[src/rtl/inorder_cmd_arb_pkg.sv]
package inorder_cmd_arb_pkg;

    typedef enum logic [2:0] {
        CMD_NONE = 3'd0,
        CMD_ACT  = 3'd1,
        CMD_PRE  = 3'd2,
        CMD_RD   = 3'd3,
        CMD_WR   = 3'd4
    } cmd_t;

    localparam int CMD_W = 3;

    function automatic logic is_row_cmd(input logic [CMD_W-1:0] c);
        return (c == CMD_ACT) || (c == CMD_PRE);
    endfunction

    function automatic logic is_col_cmd(input logic [CMD_W-1:0] c);
        return (c == CMD_RD) || (c == CMD_WR);
    endfunction

endpackage

[src/rtl/order_queue.sv]
module order_queue #(
    parameter int DEPTH = 4,
    parameter int W     = 4,
    localparam int PTR_W = (DEPTH > 1) ? $clog2(DEPTH) : 1,
    localparam int OCC_W = $clog2(DEPTH + 1)
) (
    input  logic             clk,
    input  logic             rst,
    input  logic             push,
    input  logic [W-1:0]     push_data,
    input  logic             pop,
    output logic [W-1:0]     head,
    output logic             empty,
    output logic             full,
    output logic [OCC_W-1:0] occ
);
    logic [W-1:0]     slots [DEPTH];
    logic [PTR_W-1:0] wr_ptr, rd_ptr;

    function automatic logic [PTR_W-1:0] nxt(input logic [PTR_W-1:0] p);
        return (p == PTR_W'(DEPTH - 1)) ? '0 : p + 1'b1;
    endfunction

    assign empty = (occ == '0);
    assign full  = (occ == OCC_W'(DEPTH));
    assign head  = slots[rd_ptr];

    always_ff @(posedge clk) begin
        if (rst) begin
            wr_ptr <= '0;
            rd_ptr <= '0;
            occ    <= '0;
        end else begin
            if (push) begin
                slots[wr_ptr] <= push_data;
                wr_ptr        <= nxt(wr_ptr);
            end
            if (pop)
                rd_ptr <= nxt(rd_ptr);
            if (push && !pop)
                occ <= occ + 1'b1;
            else if (pop && !push)
                occ <= occ - 1'b1;
        end
    end
endmodule

[src/rtl/fixed_prio_pick.sv]
module fixed_prio_pick #(
    parameter int N = 4,
    localparam int IW = (N > 1) ? $clog2(N) : 1
) (
    input  logic [N-1:0]  req,
    output logic [N-1:0]  gnt,
    output logic          any,
    output logic [IW-1:0] idx
);
    always_comb begin
        gnt = '0;
        idx = '0;
        any = 1'b0;
        for (int i = 0; i < N; i++) begin
            if (req[i] && !any) begin
                any    = 1'b1;
                gnt[i] = 1'b1;
                idx    = IW'(i);
            end
        end
    end
endmodule

[src/rtl/inorder_cmd_arb.sv]
module inorder_cmd_arb
    import inorder_cmd_arb_pkg::*;
#(
    parameter int NBANK = 4,
    parameter int ID_W  = 4,
    parameter int DEPTH = 4,
    localparam int BANK_W = (NBANK > 1) ? $clog2(NBANK) : 1,
    localparam int OCC_W  = $clog2(DEPTH + 1)
) (
    input  logic                   clk,
    input  logic                   rst,
    input  logic                   acc_valid,
    input  logic [ID_W-1:0]        acc_id,
    output logic                   acc_ready,
    input  logic [CMD_W*NBANK-1:0] bank_cmd,
    input  logic [ID_W*NBANK-1:0]  bank_id,
    output logic                   iss_valid,
    output logic [CMD_W-1:0]       iss_cmd,
    output logic [BANK_W-1:0]      iss_bank,
    output logic [ID_W-1:0]        iss_id,
    output logic [NBANK-1:0]       grant
);
    logic [ID_W-1:0]   head_id;
    logic              q_empty, q_full, q_push, q_pop;
    logic [OCC_W-1:0]  occ;
    logic [NBANK-1:0]  row_req, col_req, row_gnt, col_gnt;
    logic              row_any, col_any;
    logic [BANK_W-1:0] row_idx, col_idx;

    for (genvar b = 0; b < NBANK; b++) begin : g_cand
        logic [CMD_W-1:0] c;
        logic [ID_W-1:0]  id;
        assign c          = bank_cmd[CMD_W*b +: CMD_W];
        assign id         = bank_id[ID_W*b +: ID_W];
        assign row_req[b] = is_row_cmd(c);
        assign col_req[b] = is_col_cmd(c) && !q_empty && (id == head_id);
    end

    fixed_prio_pick #(.N(NBANK)) u_row_pick (
        .req(row_req), .gnt(row_gnt), .any(row_any), .idx(row_idx)
    );

    fixed_prio_pick #(.N(NBANK)) u_col_pick (
        .req(col_req), .gnt(col_gnt), .any(col_any), .idx(col_idx)
    );

    assign iss_valid = row_any || col_any;
    assign iss_bank  = row_any ? row_idx : col_idx;
    assign grant     = row_any ? row_gnt : col_gnt;
    assign iss_cmd   = iss_valid ? bank_cmd[CMD_W*iss_bank +: CMD_W] : CMD_W'(CMD_NONE);
    assign iss_id    = iss_valid ? bank_id[ID_W*iss_bank +: ID_W] : '0;

    assign acc_ready = !q_full;
    assign q_push    = acc_valid && !q_full;
    assign q_pop     = !row_any && col_any;

    order_queue #(.DEPTH(DEPTH), .W(ID_W)) u_queue (
        .clk(clk), .rst(rst),
        .push(q_push), .push_data(acc_id),
        .pop(q_pop), .head(head_id),
        .empty(q_empty), .full(q_full), .occ(occ)
    );
endmodule

[config.mk]
export PLATFORM = sky130hd
export DESIGN_NAME = inorder_cmd_arb
export DESIGN_NICKNAME = d
export VERILOG_FILES = /design/src/rtl/inorder_cmd_arb_pkg.sv /design/src/rtl/order_queue.sv /design/src/rtl/fixed_prio_pick.sv /design/src/rtl/inorder_cmd_arb.sv
export SDC_FILE = /design/constraint.sdc
export NUM_CORES = 1
export LEC_CHECK = 0
export CORE_ASPECT_RATIO = 0.5
export CORE_MARGIN = 2
export CORE_UTILIZATION = 45
export DETAILED_ROUTE_END_ITERATION = 7
export DONT_BUFFER_PORTS = 1
export GPL_ROUTABILITY_DRIVEN = 1
export SLEW_MARGIN = 20
export SYNTH_ARGS = -nofsm -noshare
export SYNTH_HDL_FRONTEND = slang
export SYNTH_SLANG_ARGS = --single-unit
[constraint.sdc]
create_clock -name clk -period 7.1 [get_ports clk]
set_input_delay 0.355 -clock clk [delete_from_list [all_inputs] [get_ports clk]]
set_output_delay 0.355 -clock clk [all_outputs]
set_load 0.05 [all_outputs]
Word-level counts from Yosys, hierarchy flattened:

Memory sizes are Yosys's and may differ from the RTL's. A register that Yosys moved wholly into a read port is not among the register bits.
Cells that the tools add are included.

* logic and storage cells: 107
* bits of input ports: 35
* memory bits (writable): 16
* flip-flop bits (word level): 7
* output and inout bits: 15
* memories: 1

* mux-type cells: 33
* multiply operators: 1
* $add $sub $neg: 4
* reduce and logical (&&, ||, !) cells: 40
* shifts and indexed selects: 2
* equality and inequality tests: 23

Memories
* u_queue.slots: words 4, bits a word 4, read ports 1, clocked after Yosys merged registers in 1, wr ports 1, RTL line order_queue.sv:17 `logic [W-1:0] slots [DEPTH];`

Operator list (number)
* $eq A3 B2 Y1 const B: 8
* $mux W1: 19
* $logic_and A1 B1 Y1: 18
* $mux W2: 9
* $eq A4 B4 Y1: 4
* $shiftx A16 B5 Y4: 1
* $eq A3 B3 Y1 const B: 5
* $eq A3 B1 Y1 const B: 4
* $shiftx A12 B5 Y3: 1
* $logic_not A1 Y1: 11
* $logic_or A1 B1 Y1: 9
* $mux W3: 3
* $mux W4: 2
* $add A2 B1 Y2 const B: 2
* $eq A2 B2 Y1 const B: 2
* $mul A2 B2 Y4 const A: 1
* $add A3 B1 Y3 const B: 1
* $logic_not A3 Y1: 1
* $sub A3 B1 Y3 const B: 1
* $reduce_bool A2 Y1: 1

Logic depth before layout (Yosys ltp):

Gate-level depths: netlist of the first run.

* depth in word-level cells: 18
* gate-level depth with buffers: 14
* gate-level depth less buffers: 13

Modules after synthesis:

From an unflattened synthesis of the first run, not the netlist that was laid out.

* cells, all modules: 223
* area total of the unflattened synthesis: 2013.2 sq um

Modules (own cells, without submodules)
* order_queue: cells each 66, area an instance 1028.5 sq um, seq. area each 660.6 sq um, instances 1
* inorder_cmd_arb: cells each 135, area an instance 862.1 sq um, seq. area each 0.0 sq um, instances 1
* fixed_prio_pick: cells each 11, area an instance 61.3 sq um, seq. area each 0.0 sq um, instances 2

Least setup slack after synthesis of the first run:

Ideal clock, no wire load.

* path type: flip-flop to output port
* start point: reg (tool-made name)
* end point: out iss_cmd[0]
* buffers on the path: 1
* setup slack: 2.718 ns
* arrival: 4.027 ns
* data required time: 6.745 ns
* cell stages (with the launch flop): 9
* path through: dfxtp_1 buf_6 mux4_2 xnor2_1 nand3_1 or3_1 o31ai_1 a21oi_2 o22ai_1

RTL lines
* to (decl): RTL line inorder_cmd_arb.sv:18 `output logic [CMD_W-1:0] iss_cmd,`

==> reports/metrics.csv, run 1 <==
stage;metric;value;unit
timing;Final setup viols;0;
synth;post-synth top area share;27.8;%
synth;Netlist cell types;35;
worst_setup_path;CP Data Arrival Time;4.10;ns
power;P_sw;0.000164;W
timing;Final Hold Fails;0;
synth;Post-synth top cells;mux2i_1 (17), nor2_1 (17), edfxtp_1 (16);
power;Sw Ratio;39.4;%
worst_setup_path;CP required;6.74;ns
routing;Routed Antenna Nets;0;
cells_and_area;layout cell share with drive strength beyond 1;10.4;%
timing;Tightest Pin Transition;1.10;ns
die;DIE HEIGHT;47.8;µm
worst_setup_path;CP Capture Type;output port;
die;Die Wd;91.6;µm
timing;Slew Limit Fails;0;
power;Pwr Density;229;mW/mm²
synth;EDFF count, synth;16;
worst_setup_path;Setup CP Type;flop to output port;
worst_setup_path;worst reg2reg setup slack;3.72;ns
clocking;CTS max path bufs;2;
clocking;Skew-Pair Late Insertion Delay;0.26;ns
synth;post-synthesis register bit count;25;
timing;Final Cycle Share;62.8;%
clocking;Post-CTS Hold Buffers;0;
grt;pin count of the biggest net entering global routing;16;
synth;main area contributors after synthesis;edfxtp_1 (28%), dfxtp_1 (10%), mux2i_1 (9.8%);
placement;DP Wirelength;2.79;mm
grt;grt total ovfl;0;
placement;gpl congestion;0.798;
job;max-capacitance violation count;0;
placement;area post-placement;0.00177;mm²
routing;Routed wire per std cell;15.8;µm
placement;Port Buffers;0;
worst_setup_path;crit path max fanout;9;
worst_setup_path;CP peak stage delay;0.90;ns
die;number of core rows;15;
power;Leakage;0.626;nW
timing;Worst Hold Slack;0.150;ns
die;Total Die Area;0.00438;mm²
power;clock power share;19.6;%
timing;Final min period;4.46;ns
synth;syn_nets;205;
clocking;CTS tree;done;
routing;DR pass1 iterations;4;
worst_setup_path;CP max-delay cell;o22ai_1;
power;VDD IR max;0.000148;V
timing;clock skew;0.00179;ns
worst_setup_path;critical path startpoint category;flop;
clocking;root buf cell;clkbuf_8;
power;internal power;0.000252;W
clocking;Reg clk slew, reported paths;0.08;ns
grt;vias in the first global route;1070;
synth;mapped cell area;0.00173;mm²
routing;Avg Vias per Cell;5.43;
synth;ys flop type;edfxtp_1;
clocking;postcts setup bufs;0;
die;core box area;0.00355;mm²
clocking;Sink Count;25;
cells_and_area;Final Instance Area;0.00182;mm²
clocking;PostCTS Resize Cnt;0;
synth;sequential fraction of the synthesis area;38.2;%
grt;antenna violations before repair;0;
worst_setup_path;crit-path cells;mux4_2 > xnor2_1 > nand3_1 > or3_1 > o31ai_2 > a21oi_2 > o22ai_1;
timing;setup TNS;0;ns
routing;Vias;1167;
cells_and_area;Final nets;207;
cells_and_area;final core occ;51.2;%
grt;first-pass GRT wire length;5.35;mm
timing;RSZ-0062 raised after global routing;false;
timing;relative slew slack;27.6;%
synth;Yosys Warn Count;0;
min_path;Hold Path Class;input port to flop;
die;Starting Density;48.7;%
cells_and_area;Area Growth Syn to Fin;5.07;%
die;IO Pins;50;
clocking;Num CTS Buffers;3;
synth;Async S/R FF share, synth;0;%
routing;drt drc;0;
synth;cells after synthesis;163;
synth;post-synth top area cell;edfxtp_1;
clocking;H-Tree Depth;1;
synth;average size of a mapped cell;10.6;µm²
timing;fmax;224;MHz
power;combinational fraction of design power;38.4;%
grt;total track usage;16.5;%
routing;WL final;3.39;mm
power;Sequential Power Share;42.0;%
cells_and_area;Ant. Diodes;0;
routing;1st-iter DRT viols;29;
run_status;status;finished, final reports clean;
## sequential cells by signal, indices dropped and copies added, names as in the netlist, named ones only
| signal | cells |
|---|---|
| u_queue.slots | 16 |
| u_queue.occ | 3 |
| u_queue.rd_ptr | 2 |
| u_queue.wr_ptr | 2 |
## layout by cell type, fill, tap and decap left out, types with 2 or more instances in the layout
cell	count
edfxtp_1	16
a21oi_1	5
and2_1	6
ha_1	6
or3_1	4
inv_1	6
mux4_2	4
mux2i_1	17
o21ai_0	2
xnor2_1	14
nor2_1	17
clkbuf_8	3
nand2b_1	3
o22ai_1	11
nor3_1	3
dfxtp_1	9
xor2_1	8
nand3_1	4
nand2_1	11
## path summary, 6_finish.rpt
check             cells past startpoint         startpoint                 to
setup / recovery                      7               flop         iss_cmd[0]
hold / removal                        1                rst  u_queue.wr_ptr[1]
setup reg to reg                     13               flop     u_queue.occ[2]
hold reg to reg                       2  u_queue.wr_ptr[1]  u_queue.wr_ptr[1]
## cells by family after synthesis
logic type,share of synthesized area (%)
and+or+nand+nor,16.6
AOI/OAI and AO/OA,10.4
DFF,38.2
xor gates and xnor gates,11.2
muxes,15.1
buffers and inverters,3.04
adders and majority gates,5.50
## through the flow
stage	power, W	cells	setup WS (ns)
6_report	0.000416	215	2.64
5_1_grt	0.000442	215	2.40
4_1_cts	0.000421	215	2.62
3_5_place_dp	0.000339	211	2.92
3_3_place_gp	0.000335	211	2.99
2_1_floorplan	0.000320	163	2.72
## routing by layer
metal  vias up  global-route usage (%)  routed length [µm]
li1        599                       -                   -
met1       534                    20.5                1610
met2        30                    29.3                1540
met3         4                    4.88                 201
met4         0                    5.15                  40
met5         -                       0                   0
## area by class of cell
cell class | instances | area, µm²
tap | 51 | 63.8
fill | 323 | 1730
multi-input combinational | 129 | 1020
clock inverter | 1 | 7.51
sequential | 25 | 661
inverter | 6 | 22.5
clock buffer | 3 | 41.3
## critical path: cells and delay by family, from the launching register on
family | cells | cell delay (ns)
AOI/OAI and AO/OA | 3 | 2.04
xor gates and xnor gates | 1 | 0.18
DFF | 1 | 0.47
muxes | 1 | 0.62
and+or+nand+nor | 2 | 0.52
## power groups by stage
stage	registers (W)	clock network, W	logic [W]
after floorplan	0.000175	0	0.000144
after global placement	0.000178	0	0.000158
after detailed placement	0.000178	0	0.000161
after CTS	0.000175	0.0000853	0.000161
after global routing	0.000176	0.0000925	0.000173
final	0.000175	0.0000816	0.000160
(Power assumes the default switching activity.)
==> run 2, diff against run 1 <==
- clock period: 7.1 -> 3.83 ns (I/O delays scaled with it)
==> run 2 against run 1 <==
Power rose by 95%. Core utilization up 4.1 points. Die area unchanged. Routed wire length up 8.0%. Clock skew increased by 0.0034 ns. Sequential power is 85% higher. Clock-buffer cell count grew 1.
==> reports/metrics.csv, run 2 (synthesis gave the netlist of run 1 again) <==
stage;metric;value;unit;change
run_status;status;finished, final reports clean;;
cells_and_area;Ant. Diodes;0;;unchanged
placement;DP Wirelength;2.94;mm;+5.4%
cells_and_area;Finished Layout Cells;233;;+8.4%
die;number of core rows;15;;unchanged
min_path;Hold Path End;u_queue.wr_ptr[1];;
worst_setup_path;worst reg2reg setup slack;0.55;ns;-3.17 ns
min_path;Hold Path Class;input port to flop;;
die;Die Wd;91.6;µm;unchanged
worst_setup_path;CP required;3.64;ns;-3.10 ns
timing;Final min period;3.51;ns;
worst_setup_path;RR Endpoint;u_queue.occ[2];;
timing;Final setup viols;0;;unchanged
routing;1st-iter DRT viols;35;;+21%
timing;Final Hold Fails;0;;unchanged
worst_setup_path;CP Capture Type;output port;;
power;Pwr Density;414;mW/mm²;+81%
routing;Routed Antenna Nets;0;;unchanged
timing;Worst Hold Slack;0.243;ns;+0.0931 ns
routing;drt drc;0;;unchanged
timing;Tightest Pin Transition;0.643;ns;-0.458 ns
power;P_sw;0.000313;W;+91%
clocking;root buf cell;clkbuf_8;;
cells_and_area;layout cell share with drive strength beyond 1;15.4;%;+5.0 points
timing;RSZ-0062 raised after global routing;false;;
power;Sequential Power Share;39.9;%;-2.1 points
grt;first-pass GRT wire length;5.55;mm;+3.7%
die;Starting Density;48.7;%;unchanged
cells_and_area;most frequent cells in the layout;nor2_1 (17), mux2i_1 (17), edfxtp_1 (16);;
clocking;Num CTS Buffers;3;;unchanged
clocking;Reg clk slew, reported paths;0.08;ns;about the same
grt;pin count of the biggest net entering global routing;16;;unchanged
power;VDD IR max;0.000254;V;+72%
cells_and_area;largest register by flop count;u_queue.slots;;
cells_and_area;Area Growth Syn to Fin;13.5;%;
cells_and_area;Final nets;225;;+8.7%
routing;Vias;1258;;+7.8%
worst_setup_path;Setup CP Type;flop to output port;;
power;clock power share;18.6;%;-1.0 points
min_path;worst hold start;acc_valid;;
timing;clock skew;0.00522;ns;+0.00343 ns
die;DIE HEIGHT;47.8;µm;unchanged
timing;fmax;285;MHz;
clocking;CTS max path bufs;2;;unchanged
cells_and_area;top flop regs;u_queue.slots: 16 flops, u_queue.occ: 3 flops;;
clocking;H-Tree Depth;1;;unchanged
grt;grt total ovfl;0;;unchanged
timing;Final Cycle Share;91.6;%;
placement;gpl congestion;0.818;;+2.5%
clocking;CTS tree;done;;
placement;# placed instances;223;;+5.7%
placement;Port Buffers;0;;unchanged
timing;Slew Limit Fails;0;;unchanged
grt;antenna violations before repair;0;;unchanged
worst_setup_path;critical path startpoint category;flop;;
cells_and_area;Fillers;329;;+1.9%
power;Sw Ratio;38.5;%;-0.90 points
power;Leakage;0.712;nW;+14%
cells_and_area;max FFs per register;16;;unchanged
die;core box area;0.00355;mm²;unchanged
worst_setup_path;CP Data Arrival Time;3.32;ns;-0.78 ns
routing;WL final;3.66;mm;+8.0%
clocking;postcts setup bufs;0;;unchanged
worst_setup_path;crit path max fanout;15;;+6
routing;Routed wire per std cell;15.7;µm;-0.35%
min_path;Hold Path Depth;3;;+2
routing;DR pass1 iterations;4;;unchanged
routing;Avg Vias per Cell;5.40;;-0.53%
die;IO Pins;50;;unchanged
clocking;Sink Count;25;;unchanged
grt;vias in the first global route;1160;;+8.4%
worst_setup_path;worst r2r path cells;13;;unchanged
die;Total Die Area;0.00438;mm²;unchanged
clocking;Skew-Pair Late Insertion Delay;0.27;ns;about the same
timing;relative slew slack;57.0;%;+29 points
timing;setup TNS;0;ns;unchanged
job;max-capacitance violation count;0;;unchanged
power;internal power;0.000500;W;+98%
power;combinational fraction of design power;41.5;%;+3.1 points
grt;total track usage;17.1;%;+0.56 points
-- run 2: per-layer routing --
layer | up-vias | GRT usage (%) | wire, µm
li1 | 630 | - | -
met1 | 589 | 21.3 | 1660
met2 | 35 | 31.0 | 1720
met3 | 4 | 4.88 | 266
met4 | 0 | 3.64 | 21
met5 | - | 0 | 0
-- run 2: final cells by class --
| class | instances | area (µm²) | area share [%] |
|---|---|---|---|
| tap | 51 | 63.8 | 3.25 |
| inverter | 6 | 22.5 | 1.15 |
| timing repair buffer | 18 | 150 | 7.65 |
| sequential | 25 | 661 | 33.7 |
| clock buffer | 4 | 45.0 | 2.30 |
| multi-input combinational | 129 | 1020 | 52.0 |
-- run 2: what timing repair did --
item	CTS	global route
endpoints found under the hold margin	7	18
hold buffers	1	5
resized for setup	0	0
-- run 2: per-stage QoR --
step	instance area, µm²	setup slack, ns	total power (W)	utilization [%]
floorplan	1730	0.138	0.000593	-
global placement	1860	0.673	0.000653	52.3
detailed placement	1860	0.564	0.000658	52.3
CTS	1910	0.352	0.000810	53.9
global route	1960	0.122	0.000855	55.3
finish	1960	0.322	0.000813	55.3
-- run 2: worst max-delay path by stage --
stage | from | slack (ns) | endpoint
2_1_floorplan | flop | 0.14 | iss_cmd[0]
3_3_place_gp | flop | 0.67 | u_queue.occ[2]
3_5_place_dp | flop | 0.56 | u_queue.occ[2]
4_1_cts | flop | 0.35 | iss_cmd[0]
5_1_grt | flop | 0.12 | iss_cmd[2]
6_report | flop | 0.32 | iss_cmd[1]
-- run 2: critical path: stages, from the launching register on --
cell and delay, ns:
dfxtp_1 0.47, mux4_2 0.62, xnor2_1 0.18, nand3_1 0.13, nor4_2 0.28, o211ai_2 0.17
a21oi_4 0.57, mux2i_1 0.30, o22ai_1 0.11, buf_4 0.22
-- run 2: power groups by stage --
| stage | registers (W) | clock network (W) | logic, W |
|---|---|---|---|
| after floorplan | 0.000325 | 0 | 0.000268 |
| final | 0.000324 | 0.000152 | 0.000337 |
| after global placement | 0.000330 | 0 | 0.000323 |
| after global routing | 0.000327 | 0.000166 | 0.000362 |
| after CTS | 0.000324 | 0.000155 | 0.000330 |
| after detailed placement | 0.000331 | 0 | 0.000327 |
